## config.mk

```make
export PLATFORM = sky130hd
export DESIGN_NAME = clk_page_reclaim
export DESIGN_NICKNAME = d
export VERILOG_FILES = /design/src/rtl/clk_reclaim_pkg.sv /design/src/rtl/clk_frame_state.sv /design/src/rtl/clk_sweep.sv /design/src/rtl/clk_free_fifo.sv /design/src/rtl/clk_page_reclaim.sv
export SDC_FILE = /design/constraint.sdc
export NUM_CORES = 1
export LEC_CHECK = 0
export ABC_AREA = 0
export BUFFER_PORTS_ARGS = -buffer_cell sky130_fd_sc_hd__clkbuf_2
export CORE_UTILIZATION = 55
export DETAILED_ROUTE_END_ITERATION = 10
export PLACE_DENSITY = 0.76
export SYNTH_ARGS = -nofsm -noshare
export SYNTH_HDL_FRONTEND = slang
export SYNTH_SLANG_ARGS = --single-unit
```

## constraint.sdc

```tcl
create_clock -name clk -period 3.5 [get_ports clk]
set_input_delay 0.175 -clock clk [delete_from_list [all_inputs] [get_ports clk]]
set_output_delay 0.175 -clock clk [all_outputs]
set_load 0.05 [all_outputs]
```

## src/rtl/clk_reclaim_pkg.sv

```systemverilog
package clk_reclaim_pkg;
  // Decision taken by the rear hand for the frame under it
  typedef enum logic [1:0] {
    ACT_SKIP = 2'd0,
    ACT_FREE = 2'd1,
    ACT_WB   = 2'd2
  } trail_act_e;
endpackage

```

## src/rtl/clk_frame_state.sv

```systemverilog
module clk_frame_state #(
  parameter int FRAMES = 16,
  parameter int FW     = $clog2(FRAMES)
) (
  input  logic              clk,
  input  logic              rst,
  input  logic              ref_valid,
  input  logic [FW-1:0]     ref_frame,
  input  logic              ref_write,
  input  logic              wb_done,
  input  logic [FW-1:0]     wb_done_frame,
  input  logic              pop_valid,
  input  logic [FW-1:0]     pop_frame,
  input  logic              clr_valid,
  input  logic [FW-1:0]     clr_frame,
  input  logic              mark_free,
  input  logic              mark_wb,
  input  logic [FW-1:0]     mark_frame,
  output logic [FRAMES-1:0] used_q,
  output logic [FRAMES-1:0] dirty_q,
  output logic [FRAMES-1:0] onfree_q,
  output logic [FRAMES-1:0] wbpend_q
);

  for (genvar f = 0; f < FRAMES; f++) begin : g_frame
    logic hit_ref, hit_clr, hit_wbd, hit_pop, hit_mark;
    assign hit_ref  = ref_valid && (ref_frame     == FW'(f));
    assign hit_clr  = clr_valid && (clr_frame     == FW'(f));
    assign hit_wbd  = wb_done   && (wb_done_frame == FW'(f));
    assign hit_pop  = pop_valid && (pop_frame     == FW'(f));
    assign hit_mark = (mark_frame == FW'(f));

    always_ff @(posedge clk) begin
      if (rst) begin
        used_q[f]   <= 1'b0;
        dirty_q[f]  <= 1'b0;
        onfree_q[f] <= 1'b0;
        wbpend_q[f] <= 1'b0;
      end else begin
        if (hit_ref)      used_q[f] <= 1'b1;
        else if (hit_clr) used_q[f] <= 1'b0;

        if (hit_ref && ref_write) dirty_q[f] <= 1'b1;
        else if (hit_wbd)         dirty_q[f] <= 1'b0;

        if (hit_mark && mark_wb) wbpend_q[f] <= 1'b1;
        else if (hit_wbd)        wbpend_q[f] <= 1'b0;

        if (hit_mark && mark_free) onfree_q[f] <= 1'b1;
        else if (hit_pop)          onfree_q[f] <= 1'b0;
      end
    end
  end


  ref_wins_chk: assert property (@(posedge clk) disable iff (rst)
    ref_valid |=> used_q[$past(ref_frame)]);


  wb_done_clears_chk: assert property (@(posedge clk) disable iff (rst)
    (wb_done && !(ref_valid && ref_write && ref_frame == wb_done_frame))
      |=> !dirty_q[$past(wb_done_frame)] && !wbpend_q[$past(wb_done_frame)]);


  free_pend_excl_chk: assert property (@(posedge clk) disable iff (rst)
    (onfree_q & wbpend_q) == '0);

endmodule

```

## src/rtl/clk_sweep.sv

```systemverilog
module clk_sweep
  import clk_reclaim_pkg::*;
#(
  parameter int FRAMES = 16,
  parameter int GAP    = 4,
  parameter int FW     = $clog2(FRAMES)
) (
  input  logic              clk,
  input  logic              rst,
  input  logic              reclaim_req,
  input  logic              full,
  input  logic              ref_valid,
  input  logic [FW-1:0]     ref_frame,
  input  logic [FRAMES-1:0] used_q,
  input  logic [FRAMES-1:0] dirty_q,
  input  logic [FRAMES-1:0] onfree_q,
  input  logic [FRAMES-1:0] wbpend_q,
  output logic              go,
  output logic [FW-1:0]     lead,
  output logic [FW-1:0]     trail,
  output trail_act_e        act,
  output logic              wb_valid,
  output logic [FW-1:0]     wb_frame
);

  localparam logic [FW-1:0] LAST      = FW'(FRAMES - 1);
  localparam logic [FW-1:0] TRAIL_RST = FW'(FRAMES - GAP);

  logic ref_trail;

  function automatic logic [FW-1:0] wrap_inc(input logic [FW-1:0] p);
    return (p == LAST) ? '0 : p + FW'(1);
  endfunction

  always_comb begin
    go        = reclaim_req && !full;
    ref_trail = ref_valid && (ref_frame == trail);
    act       = ACT_SKIP;
    if (go && !onfree_q[trail] && !wbpend_q[trail] && !used_q[trail] && !ref_trail)
      act = dirty_q[trail] ? ACT_WB : ACT_FREE;
  end

  always_ff @(posedge clk) begin
    if (rst) begin
      lead     <= '0;
      trail    <= TRAIL_RST;
      wb_valid <= 1'b0;
      wb_frame <= '0;
    end else begin
      wb_valid <= (act == ACT_WB);
      if (act == ACT_WB) wb_frame <= trail;
      if (go) begin
        lead  <= wrap_inc(lead);
        trail <= wrap_inc(trail);
      end
    end
  end


  ptr_gap_chk: assert property (@(posedge clk) disable iff (rst)
    int'(trail) == ((int'(lead) + FRAMES - GAP) % FRAMES));


  idle_hold_chk: assert property (@(posedge clk) disable iff (rst)
    !reclaim_req |=> $stable(lead) && !wb_valid);


  stall_hold_chk: assert property (@(posedge clk) disable iff (rst)
    (reclaim_req && full) |=> $stable(lead) && $stable(trail));

endmodule

```

## src/rtl/clk_free_fifo.sv

```systemverilog
module clk_free_fifo #(
  parameter int DEPTH = 8,
  parameter int DW    = 4
) (
  input  logic          clk,
  input  logic          rst,
  input  logic          push,
  input  logic [DW-1:0] push_data,
  input  logic          pop,
  output logic [DW-1:0] head,
  output logic          not_empty,
  output logic          full
);

  localparam int AW = (DEPTH > 1) ? $clog2(DEPTH) : 1;
  localparam int CW = $clog2(DEPTH + 1);
  localparam logic [AW-1:0] ALAST = AW'(DEPTH - 1);

  logic [DW-1:0] mem [DEPTH];
  logic [AW-1:0] wr_ptr, rd_ptr;
  logic [CW-1:0] count;
  logic          do_pop;

  assign not_empty = (count != '0);
  assign full      = (count == CW'(DEPTH));
  assign do_pop    = pop && not_empty;
  assign head      = mem[rd_ptr];

  always_ff @(posedge clk) begin
    if (push) mem[wr_ptr] <= push_data;
  end

  always_ff @(posedge clk) begin
    if (rst) begin
      wr_ptr <= '0;
      rd_ptr <= '0;
      count  <= '0;
    end else begin
      if (push)   wr_ptr <= (wr_ptr == ALAST) ? '0 : wr_ptr + AW'(1);
      if (do_pop) rd_ptr <= (rd_ptr == ALAST) ? '0 : rd_ptr + AW'(1);
      if (push && !do_pop)      count <= count + CW'(1);
      else if (!push && do_pop) count <= count - CW'(1);
    end
  end


  no_overflow_chk: assert property (@(posedge clk) disable iff (rst)
    push |-> (count < CW'(DEPTH)));


  push_visible_chk: assert property (@(posedge clk) disable iff (rst)
    push |=> not_empty);

endmodule

```

## src/rtl/clk_page_reclaim.sv

```systemverilog
module clk_page_reclaim
  import clk_reclaim_pkg::*;
#(
  parameter int FRAMES     = 16,
  parameter int GAP        = 4,
  parameter int FREE_DEPTH = 8,
  localparam int FW        = $clog2(FRAMES)
) (
  input  logic          clk,
  input  logic          rst,
  input  logic          ref_valid,
  input  logic [FW-1:0] ref_frame,
  input  logic          ref_write,
  input  logic          reclaim_req,
  input  logic          wb_done,
  input  logic [FW-1:0] wb_done_frame,
  input  logic          free_pop,
  output logic          free_valid,
  output logic [FW-1:0] free_frame,
  output logic          free_full,
  output logic          wb_valid,
  output logic [FW-1:0] wb_frame
);

  logic [FRAMES-1:0] used_q, dirty_q, onfree_q, wbpend_q;
  logic              go, pop_valid;
  logic [FW-1:0]     lead, trail;
  trail_act_e        act;

  assign pop_valid = free_pop && free_valid;

  clk_frame_state #(.FRAMES(FRAMES), .FW(FW)) u_state (
    .clk(clk), .rst(rst),
    .ref_valid(ref_valid), .ref_frame(ref_frame), .ref_write(ref_write),
    .wb_done(wb_done), .wb_done_frame(wb_done_frame),
    .pop_valid(pop_valid), .pop_frame(free_frame),
    .clr_valid(go), .clr_frame(lead),
    .mark_free(act == ACT_FREE), .mark_wb(act == ACT_WB), .mark_frame(trail),
    .used_q(used_q), .dirty_q(dirty_q), .onfree_q(onfree_q), .wbpend_q(wbpend_q)
  );

  clk_sweep #(.FRAMES(FRAMES), .GAP(GAP), .FW(FW)) u_sweep (
    .clk(clk), .rst(rst),
    .reclaim_req(reclaim_req), .full(free_full),
    .ref_valid(ref_valid), .ref_frame(ref_frame),
    .used_q(used_q), .dirty_q(dirty_q), .onfree_q(onfree_q), .wbpend_q(wbpend_q),
    .go(go), .lead(lead), .trail(trail), .act(act),
    .wb_valid(wb_valid), .wb_frame(wb_frame)
  );

  clk_free_fifo #(.DEPTH(FREE_DEPTH), .DW(FW)) u_fifo (
    .clk(clk), .rst(rst),
    .push(act == ACT_FREE), .push_data(trail),
    .pop(free_pop),
    .head(free_frame), .not_empty(free_valid), .full(free_full)
  );


  wb_pending_chk: assert property (@(posedge clk) disable iff (rst)
    wb_valid |-> wbpend_q[wb_frame]);


  listed_head_chk: assert property (@(posedge clk) disable iff (rst)
    free_valid |-> onfree_q[free_frame]);

endmodule

```

### Word-level counts from Yosys, hierarchy flattened

Memories as Yosys holds them, arrays and structs flattened. A register that Yosys moved wholly into a read port is not among the register bits.
Index checks and enable logic that the tools add are counted.

* add/subtract/negate cells: 6
* order comparisons: 1
* equality and inequality tests: 81
* mux-type cells: 132
* reductions and logical operators: 199

Operators by type and width (number)
* 4-bit equality test, second input constant: 41
* 2-bit nonzero test: 65
* 1-bit logical AND: 121
* 1-bit 2-to-1 mux: 118
* 4-bit by 3-bit equality test with 1-bit output, second input constant: 20
* 4-bit by 2-bit equality test with 1-bit output, second input constant: 10
* 4-bit by 1-bit equality test with 1-bit output, second input constant: 5
* 4-bit logical NOT: 5
* 1-bit binary-select mux with 4-bit select: 4
* 4-bit 2-to-1 mux: 4
* 4-bit by 1-bit adder with 4-bit output, second input constant: 3
* 3-bit 2-to-1 mux: 4
* 1-bit logical NOT: 7
* 3-bit by 1-bit adder with 3-bit output, second input constant: 2
* 3-bit equality test, second input constant: 2
* 4-bit by 5-bit < comparator with 1-bit output, second input constant: 1
* 4-bit equality test: 1
* 2-bit 2-to-1 mux: 2
* 4-bit nonzero test: 1
* 4-bit by 1-bit subtractor with 4-bit output, second input constant: 1
* 2-bit by 1-bit equality test with 1-bit output, second input constant: 1
* 2-bit equality test, second input constant: 1

* register bits: 87
* bits in writable memories: 32
* input bits: 15
* output and inout port bits: 11
* word-level logic and storage cells: 491
* memories: 1

Memories
* u_fifo.mem: depth 8, bits a word 4, rd ports 1, clocked after memory_dff 1, wr ports 1, line clk_free_fifo.sv:19 `logic [DW-1:0] mem [DEPTH];`

### Depth between registers and ports, before layout

Gate-level depths: netlist of the first run.

* word-level depth: 13
* gate-level depth with buffers: 17
* mapped depth without buffers: 14

### Cells and area by module

A second synthesis of the first run with hierarchy kept.

* cell total of the unflattened synthesis: 487
* area, all modules: 5447.7 µm²

By module, submodules not included
* clk_frame_state: instances 1, cells each 251, area each 2544.9 µm², seq. area each 1281.2 µm²
* clk_free_fifo: instances 1, cells each 119, area each 1888.1 µm², seq. area each 1221.2 µm²
* clk_sweep: instances 1, cells each 114, area each 993.5 µm², seq. area each 260.2 µm²
* clk_page_reclaim: instances 1, cells each 3, area each 21.3 µm², seq. area each 0.0 µm²

### Worst setup path after synthesis of the first run

Ideal clock, no wire load.

* kind: register to register
* start point: register u_sweep.trail[0]
* end point: register u_fifo.count[3]
* data arrival time: 3.370 ns
* data required time: 3.430 ns
* setup slack: 0.059 ns
* stages on the path, launching flop included: 17
* buffers on the path: 2
* path through: dfxtp_1 buf_6 buf_8 mux4_2 a22oi_1 nand3_1 nor2_2 nand3_4 inv_1 ha_1 inv_1 ha_1 a21o_1 a21oi_1 xnor2_1 or3_1 a21oi_1

* longest elaborated chain between the ends: 12

Ends and longest elaborated chain
* from (decl): line clk_sweep.sv:20 `output logic [FW-1:0] trail,`
* from (signal assigned): line clk_sweep.sv:54 `trail <= wrap_inc(trail);`
* 1-bit binary-select mux with 4-bit select: line clk_sweep.sv:39 `if (go && !onfree_q[trail] && !wbpend_q[trail] && !used_q[trail] && !ref_trail)`
* 1-bit 2-to-1 mux (not written as such): line clk_sweep.sv:39
* 1-bit logical NOT: line clk_sweep.sv:39
* 1-bit logical AND (4 in series): line clk_sweep.sv:39
* 2-bit 2-to-1 mux (*): line clk_sweep.sv:39
* 2-bit by 1-bit equality test with 1-bit output (*): line clk_page_reclaim.sv:53 `.push(act == ACT_FREE), .push_data(trail),`
* 1-bit logical NOT: line clk_free_fifo.sv:42 `else if (!push && do_pop) count <= count - CW'(1);`
* 1-bit logical AND: line clk_free_fifo.sv:42
* 2-bit nonzero test (no source line)
* to (signal assigned): line clk_free_fifo.sv:41 `if (push && !do_pop) count <= count + CW'(1);`
* to (signal assigned): line clk_free_fifo.sv:42
* to (decl): line clk_free_fifo.sv:21 `logic [CW-1:0] count;`

Mark *: on every way between the ends. The rest lies on a longest branch, timed or not. The select of a mux whose other input is x is not followed.
A chain may end at the register's enable or synchronous reset.

### Worst setup path after layout of the first run

Same ends and word-level chain as after synthesis.

==> results of run 1 <==
## path summary, 6_finish.rpt
| check | start | to | slack [ps] | depth (start not counted) |
|---|---|---|---|---|
| max | u_sweep.trail[0] | u_fifo.count[3] | 180 | 15 |
| min | ref_frame[3] | u_state.used_q[12] | 30 | 3 |
| max reg2reg | u_sweep.trail[0] | u_fifo.count[3] | 180 | 15 |
| min reg2reg | u_state.wbpend_q[14] | u_state.wbpend_q[14] | 480 | 2 |
## cell usage in the layout (no fill, tap or decap), types with 10 or more instances in the layout
cell type  synthesis  final
dfxtp_1           90     88
nand2_1           45     45
o21ai_0           44     44
nor2_1            39     39
nand3_1           39     38
a21oi_1           37     36
edfxtp_1          32     32
clkbuf_2           0     25
inv_1             17     17
clkbuf_16          0     16
a22oi_1           16     15
buf_4              0     15
ha_1              15     14
mux4_2            13     13
nor3_1            10     10
## worst reg2reg max path: stages (launching register included)
cell     delay, ps
dfxtp_4        400
buf_4          160
mux4_2         510
a22oi_2        210
nand3_2        140
nor2_4         180
nand3_4         90
inv_1           70
ha_2           180
inv_1           90
ha_1           310
a21o_1         190
a21oi_2        150
xnor2_1         90
or3_1          330
a21oi_1        160
## state kept, by name, summed over array words and instances, names as in the netlist, 16 cells and up, named ones only
signal / cells
u_fifo.mem: 32
u_state.dirty_q: 16
u_state.onfree_q: 16
u_state.used_q: 16
u_state.wbpend_q: 16
## power by group through the flow
stage	registers, mW	clock network (mW)	logic, mW
after floorplan	1.60	0	0.723
after global placement	1.66	0	0.871
after detailed placement	1.67	0	0.898
after CTS	1.64	1.64	0.909
after global routing	1.65	1.72	1.02
final	1.64	1.62	0.934
## what timing repair did
action                                  CTS  global route
hold endpoints to repair                  8             0
endpoints found under the setup margin    1             1
hold buffers                              4             0
resized for setup                         2             6
pin swaps                                 0             2
## cell families (layout without fill, tap and decap cells)
family                   count (synthesis)  in the layout  synth area share
XOR/XNOR                                 8              8           0.01231
multiplexers                            21             21           0.07452
flip-flops                             122            122            0.4854
AO/OA/AOI/OAI                          153            153            0.1679
AND/OR/NAND/NOR                        197            197            0.1840
adder cells (fa/ha/maj)                 16             16           0.03649
buffers and inverters                   51             93           0.03935
## per-layer routing
metal,GRT usage,up-vias,part of all wire
met1,0.4037,2286,0.43
li1,-,2174,-
met2,0.4314,243,0.46
met3,0.09125,35,0.095
met5,0,-,0
met4,0.1082,0,0.021
## final cells by class
class	instances	area, um2
fillers	777	3358
flip-flops and latches	122	2768
multi-input cells	395	2726
clock buffers	18	417.9
repair buffers	44	277.8
well taps	133	166.4
clock inverters	14	131.4
inverters	17	63.81
## metrics by stage
stage / worst slack [ps] / util / setup TNS, ps / hold WS, ps
final: 180.1 / 0.6611 / 0 / 28.12
after CTS: 26.68 / 0.6587 / 0 / 7.017
after global routing: 4.951 / 0.6611 / 0 / 30.68
after floorplan: 59.20 / - / 0 / 322.6
after detailed placement: -27.59 / 0.5990 / -27.59 / 463.0
after global placement: 135.1 / 0.5990 / 0 / 459.1
==> impl_metrics.csv, run 1 <==
group,metric,value,unit
sta,period_share,0.9485,
power,p_clk_frac,0.387,
worst_setup_path,cpMostUsedCell,"inv_1",
global_route,overflow,0,
cells_and_area,diodes,0,
sta,worst_slew_pin_slew,1168,ps
power,pwr-share-comb,0.222,
worst_setup_path,crit_path_end_kind,"register",
yosys,synth_area_leaders,"dfxtp_1 (32%), edfxtp_1 (17%), mux4_2 (5.1%), o21ai_0 (3.9%), nand3_1 (3.4%)",
clock_network,cts_buffer_depth,2,
routing,via_per_inst,6.377,
placement,dp_hpwl,10680,um
placement,port_buffers,25,
sta,fin_crit,3320,ps
power,ir_drop,384.8,uV
power,power,4.201,mW
yosys,yosys.area.top_type,"dfxtp_1",
power,seqPwrFrac,0.391,
yosys,yosysWarnings,0,
yosys,syn_nets,599,
global_route,grt_pass1_vias,4610,
yosys,synth_seq_cells,122,
yosys,synth_ff_type,"dfxtp_1",
worst_setup_path,start_kind,"register",
placement,place_congestion,0.9413,
sta,slew_violations,0,
cells_and_area,syn2layout_area_growth,15.10,%
placement,placed_cells,707,
floorplan,die_area,10760,um2
floorplan,core_area,9910,um2
floorplan,start_util,0.5744,
worst_setup_path,critPathTopFamily,"simple AND/OR/NAND/NOR gates",
yosys,synth-edff-count,32,
clock_network,cts.clk_slew.worst_paths,60,ps
yosys,synth_cells,568,
worst_setup_path,worstPathCellList,"buf_4 -> mux4_2 -> a22oi_2 -> nand3_2 -> nor2_4 -> nand3_4 -> inv_1 -> ha_2 -> inv_1 -> ha_1 -> a21o_1 -> a21oi_2 -> xnor2_1 -> or3_1 -> a21oi_1",
routing,firstDrtPassIters,5,
yosys,ys_seq_area_frac,0.4854,
clock_network,post_cts_buffers,0,
power,leakage,2.298,nW
routing,drc,0,
power,p_int,2.885,mW
worst_setup_path,cp.required,3950,ps
floorplan,num_io_pins,26,
cells_and_area,drive_gt1_frac,0.1787,
run,drv_cap,0,
power,p_sw_frac,0.3132,
global_route,grt_usage,0.2923,
min_path,hold_class,"input pin to register",
power,p_sw,1.316,mW
clock_network,cts_htree_levels,4,
worst_setup_path,cp.buffers_inverters,3,
clock_network,cts-root-buf,"clkbuf_8",
yosys,yosysTopAreaCellShare,0.3166,
worst_setup_path,max_stage_delay,510,ps
routing,post_drt_wl_per_cell,19.94,um
worst_setup_path,critPathSlowestCell,"mux4_2",
clock_network,worstSkewPairLatency,530,ps
global_route,grt_start_max_net_pins,43,
cells_and_area,final_area,6551,um2
floorplan,placementRows,36,
sta,final-setup-viol-count,0,
yosys,syn_avg_cell_area,10.02,um2
sta,maxSlewHeadroom,0.2205,
floorplan,die_h,103.7,um
sta,skew,7.732,ps
worst_setup_path,crit_type,"register to register",
clock_network,numCtsBuffers,17,
routing,first_iter_violations,481,
routing,wl,14820,um
yosys,synth_common_cells,"dfxtp_1 (90), nand2_1 (45), o21ai_0 (44), nand3_1 (39), nor2_1 (39)",
worst_setup_path,critPathMaxFanout,8,
global_route,grt_pass1_wl,24250,um
worst_setup_path,crit_arrival,3770,ps
cells_and_area,nets,628,
sta,hold_viol_final,0,
placement,placed_area,5936,um2
clock_network,cts.sinks,122,
sta,fmax,0.3012,GHz
floorplan,die_x,103.7,um
routing,vias,4738,
routing,ant_nets,0,
yosys,synth_cell_types,60,
sta,rsz0062_at_grt,"false",
yosys,synthArstFlopShare,0,
yosys,synth.most_common_cell,"dfxtp_1",
clock_network,cts_tree,"done",
power,pwr_density_cell,641.2,nW/um2
cells_and_area,fin_cells,743,
outcome,run_status,"finished clean",
yosys,syn_area,5692,um2
global_route,antenna_found_initial,0,
Note: power is estimated with default switching activity, not from simulation.
==> run 2: changes to the inputs <==
Settings changed: PLACE_DENSITY 0.76 to 0.83.
==> run 2 against run 1 <==
Non-clock buffer count down 5. Die area unchanged. Highest routed layer unchanged. Worst hold slack worse by 10 ps. First-iteration DRC count up 19%. Wire length up 1.2%.
==> impl_metrics.csv, run 2 (synthesized netlist as in run 1, its figures left out) <==
group,metric,value,unit
outcome,run_status,"finished clean",
routing,wl,15000,um
clock_network,worstSkewPairLatency,520,ps
placement,placed_area,5921,um2
sta,worst_slew_pin_slew,1176,ps
min_path,hold_class,"input pin to register",
routing,post_drt_wl_per_cell,20.33,um
placement,dp_hpwl,10440,um
routing,firstDrtPassIters,5,
sta,skew,7.805,ps
global_route,grt_start_max_net_pins,40,
clock_network,cts_tree,"done",
worst_setup_path,crit_arrival,3750,ps
power,leakage,2.279,nW
worst_setup_path,cp.required,3950,ps
worst_setup_path,max_stage_delay,510,ps
placement,placed_cells,705,
routing,first_iter_violations,574,
global_route,grt_pass1_vias,4700,
floorplan,die_area,10760,um2
cells_and_area,diodes,0,
worst_setup_path,worstPathCellList,"buf_4 -> or4_1 -> o311a_1 -> o21ai_2 -> and4_4 -> nand3_4 -> inv_1 -> ha_2 -> inv_1 -> ha_1 -> a21o_1 -> a21oi_1 -> xnor2_1 -> or3_1 -> a21oi_1",
routing,via_per_inst,6.497,
sta,fmax,0.3033,GHz
cells_and_area,drive_gt1_frac,0.1702,
worst_setup_path,crit_path_end_kind,"register",
global_route,antenna_found_initial,0,
cells_and_area,layout.cells.most_common,"dfxtp_1",
cells_and_area,final_cell_mix,"dfxtp_1 (88), nand2_1 (45), o21ai_0 (44)",
sta,slew_violations,0,
floorplan,placementRows,36,
floorplan,die_x,103.7,um
sta,period_share,0.9420,
sta,hold_viol_final,0,
clock_network,cts.sinks,122,
floorplan,start_util,0.5744,
floorplan,core_area,9910,um2
floorplan,num_io_pins,26,
global_route,grt_pass1_wl,24160,um
clock_network,cts_buffer_depth,2,
clock_network,cts.clk_slew.worst_paths,60,ps
clock_network,cts_htree_levels,4,
worst_setup_path,critPathSlowestCell,"or4_1",
global_route,grt_usage,0.2903,
sta,final-setup-viol-count,0,
cells_and_area,fin_cells,738,
placement,place_congestion,0.9749,
sta,setup_tns,0,ps
worst_setup_path,critPathTopFamily,"simple AND/OR/NAND/NOR gates",
routing,ant_nets,0,
cells_and_area,top_register,"u_fifo.mem",
floorplan,die_h,103.7,um
placement,port_buffers,25,
sta,hold_slack,17.75,ps
sta,fin_crit,3297,ps
worst_setup_path,crit_type,"register to register",
cells_and_area,nets,623,
sta,rsz0062_at_grt,"false",
cells_and_area,largest_reg_flops,32,
run,drv_cap,0,
clock_network,cts-root-buf,"clkbuf_8",
power,ir_drop,438.5,uV
routing,vias,4795,
worst_setup_path,critPathMaxFanout,14,
clock_network,numCtsBuffers,17,
worst_setup_path,cp.buffers_inverters,3,
worst_setup_path,start_kind,"register",
cells_and_area,syn2layout_area_growth,14.46,%
global_route,overflow,0,
routing,drc,0,
cells_and_area,final_area,6515,um2
power,pwr_density_cell,654.7,nW/um2
sta,maxSlewHeadroom,0.2151,
==> run 2: changes by cell type in the layout (fill, tap and decap cells not counted), sizes merged <==
| cell | delta |
|---|---|
| bufinv | +1 |
| dlygate4sd3 | -3 |
| clkinv | -1 |
| buf | -2 |
==> run 2: final cells by class <==
class,instances,area [um2]
tap,133,166.4
clock buffer,18,417.9
clock inverter,14,155.1
multi-input combinational,395,2708
fill,756,3395
timing repair buffer,39,236.5
sequential,122,2768
inverter,17,63.81
==> run 2: timing repair <==
action,4_1_cts,5_1_grt
setup endpoints to repair,1,1
buffers inserted,0,0
gates resized for setup,1,4
hold buffers,1,0
hold endpoints to repair,4,0
==> run 2: path summary, 6_finish.rpt <==
check                     from                 to  slack [ps]  cells past startpoint
max           u_sweep.trail[1]    u_fifo.count[3]         200                     15
min               ref_frame[0]  u_state.used_q[3]          20                      3
max reg2reg   u_sweep.trail[1]    u_fifo.count[3]         200                     15
min reg2reg  u_state.used_q[7]  u_state.used_q[7]         490                      2
==> run 2: worst register-to-register path: stages, from the launching register on <==
cell and delay (ps):
dfxtp_2 420, buf_4 210, or4_1 510, o311a_1 150, o21ai_2 70, and4_4 250, nand3_4 80, inv_1 70
ha_2 190, inv_1 90, ha_1 300, a21o_1 170, a21oi_1 170, xnor2_1 90, or3_1 310, a21oi_1 140
==> run 2: routing by layer <==
| layer | track usage | part of all wire |
|---|---|---|
| met3 | 0.07930 | 0.10 |
| met5 | 0 | 0 |
| met4 | 0.1367 | 0.031 |
| met1 | 0.3738 | 0.39 |
| met2 | 0.4549 | 0.47 |
==> run 2: per-stage QoR <==
stage | total power [mW] | util | worst slack (ps)
final | 4.265 | 0.6574 | 202.9
after global routing | 4.409 | 0.6574 | 14.61
after CTS | 4.250 | 0.6564 | 59.47
after detailed placement | 2.553 | 0.5975 | 7.165
after global placement | 2.518 | 0.5975 | 130.4
after floorplan | 2.326 | - | 59.20
==> run 2: where the power goes <==
group          switching [mW]  internal [mW]  total (mW)
clock network           0.627           1.07        1.70
logic                   0.583          0.340       0.923
registers               0.109           1.53        1.64
==> run 3: changes to the inputs <==
Settings changed: CAP_MARGIN set to 5.
Clock period 3.5 ns to 2.66 ns, I/O delays scaled along.
==> run 3 against run 2 <==
The run now ends with setup timing left. Sequential share of layout area down 3.0 points. Clock-buffer cell count unchanged. Critical path depth unchanged. Global-route usage up 2.1 points. Wire length up 8.0%. Critical endpoint unchanged.
==> impl_metrics.csv, run 3 (synthesized netlist as in run 1, its figures left out) <==
group,metric,value,unit
floorplan,num_io_pins,26,
worst_setup_path,r2r_start,"u_sweep.trail[0]",
outcome,violations,"setup timing",
routing,vias,5081,
routing,via_per_inst,6.464,
clock_network,numCtsBuffers,17,
sta,maxSlewHeadroom,0.5571,
placement,dp_hpwl,10850,um
sta,rsz0062_at_grt,"true",
worst_setup_path,start_kind,"register",
sta,fmax,0.3472,GHz
clock_network,cts.sinks,122,
min_path,hold_class,"input pin to register",
floorplan,placementRows,36,
worst_setup_path,worstRegToRegCells,15,
cells_and_area,fin_cells,786,
global_route,grt_pass1_vias,5033,
cells_and_area,nets,671,
cells_and_area,fill_cells,663,
worst_setup_path,critPathMaxFanout,8,
worst_setup_path,cp-startpoint,"u_sweep.trail[0]",
sta,hold_slack,32.36,ps
placement,placed_cells,735,
cells_and_area,final_cell_mix,"dfxtp_1 (88), buf_4 (51), nand2_1 (45)",
global_route,grt_pass1_wl,25670,um
worst_setup_path,critPathSlowestCell,"mux4_2",
sta,hold_viol_final,0,
global_route,antenna_found_initial,0,
cells_and_area,layout.cells.most_common,"dfxtp_1",
placement,placed_area,6202,um2
worst_setup_path,crit_path_end,"u_fifo.count[3]",
sta,worst_slew_pin_slew,664.4,ps
power,power,5.884,mW
routing,firstDrtPassIters,5,
placement,place_worst_setup_slack,-351.6,ps
power,pwr_density_cell,838.9,nW/um2
cells_and_area,final_area,7014,um2
power,leakage,2.526,nW
global_route,grt_start_max_net_pins,44,
placement,port_buffers,25,
run,drv_cap,0,
sta,fin_crit,2880,ps
routing,drc,0,
sta,skew,7.383,ps
worst_setup_path,critPathTopFamily,"simple AND/OR/NAND/NOR gates",
worst_setup_path,crit_arrival,3340,ps
worst_setup_path,cpMostUsedCell,"ha_4",
clock_network,worstSkewPairLatency,530,ps
worst_setup_path,reg2reg_to,"u_fifo.count[3]",
worst_setup_path,cp.required,3120,ps
placement,place_congestion,0.9177,
floorplan,die_h,103.7,um
floorplan,core_area,9910,um2
worst_setup_path,worstPathCellList,"buf_6 -> mux4_2 -> nand2_1 -> nand3_2 -> nor2_4 -> nand3_4 -> inv_2 -> ha_4 -> inv_4 -> ha_4 -> a21o_1 -> a21oi_2 -> xnor2_1 -> or3_1 -> a21oi_1",
worst_setup_path,crit_type,"register to register",
worst_setup_path,max_stage_delay,500,ps
clock_network,cts_buffer_depth,2,
sta,setup_tns,-419.1,ps
routing,first_iter_violations,532,
routing,ant_nets,0,
worst_setup_path,cp.buffers_inverters,3,
routing,post_drt_wl_per_cell,20.60,um
sta,period_share,1.083,
sta,slew_violations,0,
cells_and_area,diodes,0,
cells_and_area,utilization,0.7078,
worst_setup_path,crit_path_end_kind,"register",
cells_and_area,largest_reg_flops,32,
clock_network,cts_tree,"done",
floorplan,die_x,103.7,um
sta,setup_ws,-219.9,ps
power,ir_drop,453.1,uV
clock_network,cts.clk_slew.worst_paths,60,ps
global_route,grt_usage,0.3115,
global_route,overflow,0,
clock_network,cts_htree_levels,4,
outcome,run_status,"complete, but fails checks",
clock_network,cts-root-buf,"clkbuf_8",
floorplan,die_area,10760,um2
floorplan,start_util,0.5744,
worst_setup_path,cp_num_cells,15,
cells_and_area,drive_gt1_frac,0.2496,
cells_and_area,top_register,"u_fifo.mem",
sta,final-setup-viol-count,3,
worst_setup_path,reg2reg_slack,-220,ps
routing,wl,16190,um
cells_and_area,syn2layout_area_growth,23.24,%
## run 3: changes by cell type in the layout (fill, tap and decap cells not counted), moves of 3 or more
cell / before / now
mux4_1: 3 / 0
mux4_2: 13 / 16
buf_4: 12 / 51
dlygate4sd3_1: 1 / 9
## run 3: metal layers
| metal | global-route usage | vias up | share of wire |
|---|---|---|---|
| met5 | 0 | - | 0 |
| met1 | 0.3943 | 2425 | 0.39 |
| met2 | 0.4832 | 326 | 0.48 |
| li1 | - | 2260 | - |
| met4 | 0.1745 | 0 | 0.038 |
| met3 | 0.08496 | 70 | 0.097 |
## run 3: layout make-up
cell class	count	area, um2	area share
multi-input combinational	395	2800	0.3992
clock buffer	18	439.2	0.06261
sequential	122	2768	0.3946
timing repair buffer	87	629.4	0.08973
inverter	17	66.31	0.009454
clock inverter	14	145.1	0.02069
tap	133	166.4	0.02372
## run 3: what timing repair did
item                                    4_1_cts  5_1_grt
buffers inserted                              8        3
endpoints found under the setup margin        5       14
pin swaps                                    12        5
endpoints found under the hold margin        16        0
hold buffers                                  9        0
gates resized for setup                      16        3
## run 3: power breakdown
group	total [mW]	switching, mW	internal [mW]
Clock	2.24	0.857	1.39
Combinational	1.49	0.865	0.626
Sequential	2.15	0.129	2.02
## run 3: worst min-delay path by stage
stage / startpoint / to / slack [ps] / depth (start not counted)
after floorplan: ref_frame[0] / u_state.used_q[3] / 280 / 2
after global placement: free_pop / register / 450 / 3
after detailed placement: free_pop / register / 460 / 3
after CTS: wb_done_frame[1] / u_state.wbpend_q[15] / 7 / 4
after global routing: ref_frame[0] / u_state.dirty_q[3] / 60 / 3
final: wb_done_frame[3] / u_state.wbpend_q[14] / 30 / 4
## run 3: worst register-to-register path, stage by stage (launching register included)
cell and delay (ps):
dfxtp_4 430, buf_6 140, mux4_2 500, nand2_1 120, nand3_2 100, nor2_4 170
nand3_4 80, inv_2 70, ha_4 140, inv_4 40, ha_4 200, a21o_1 160
a21oi_2 140, xnor2_1 80, or3_1 310, a21oi_1 140
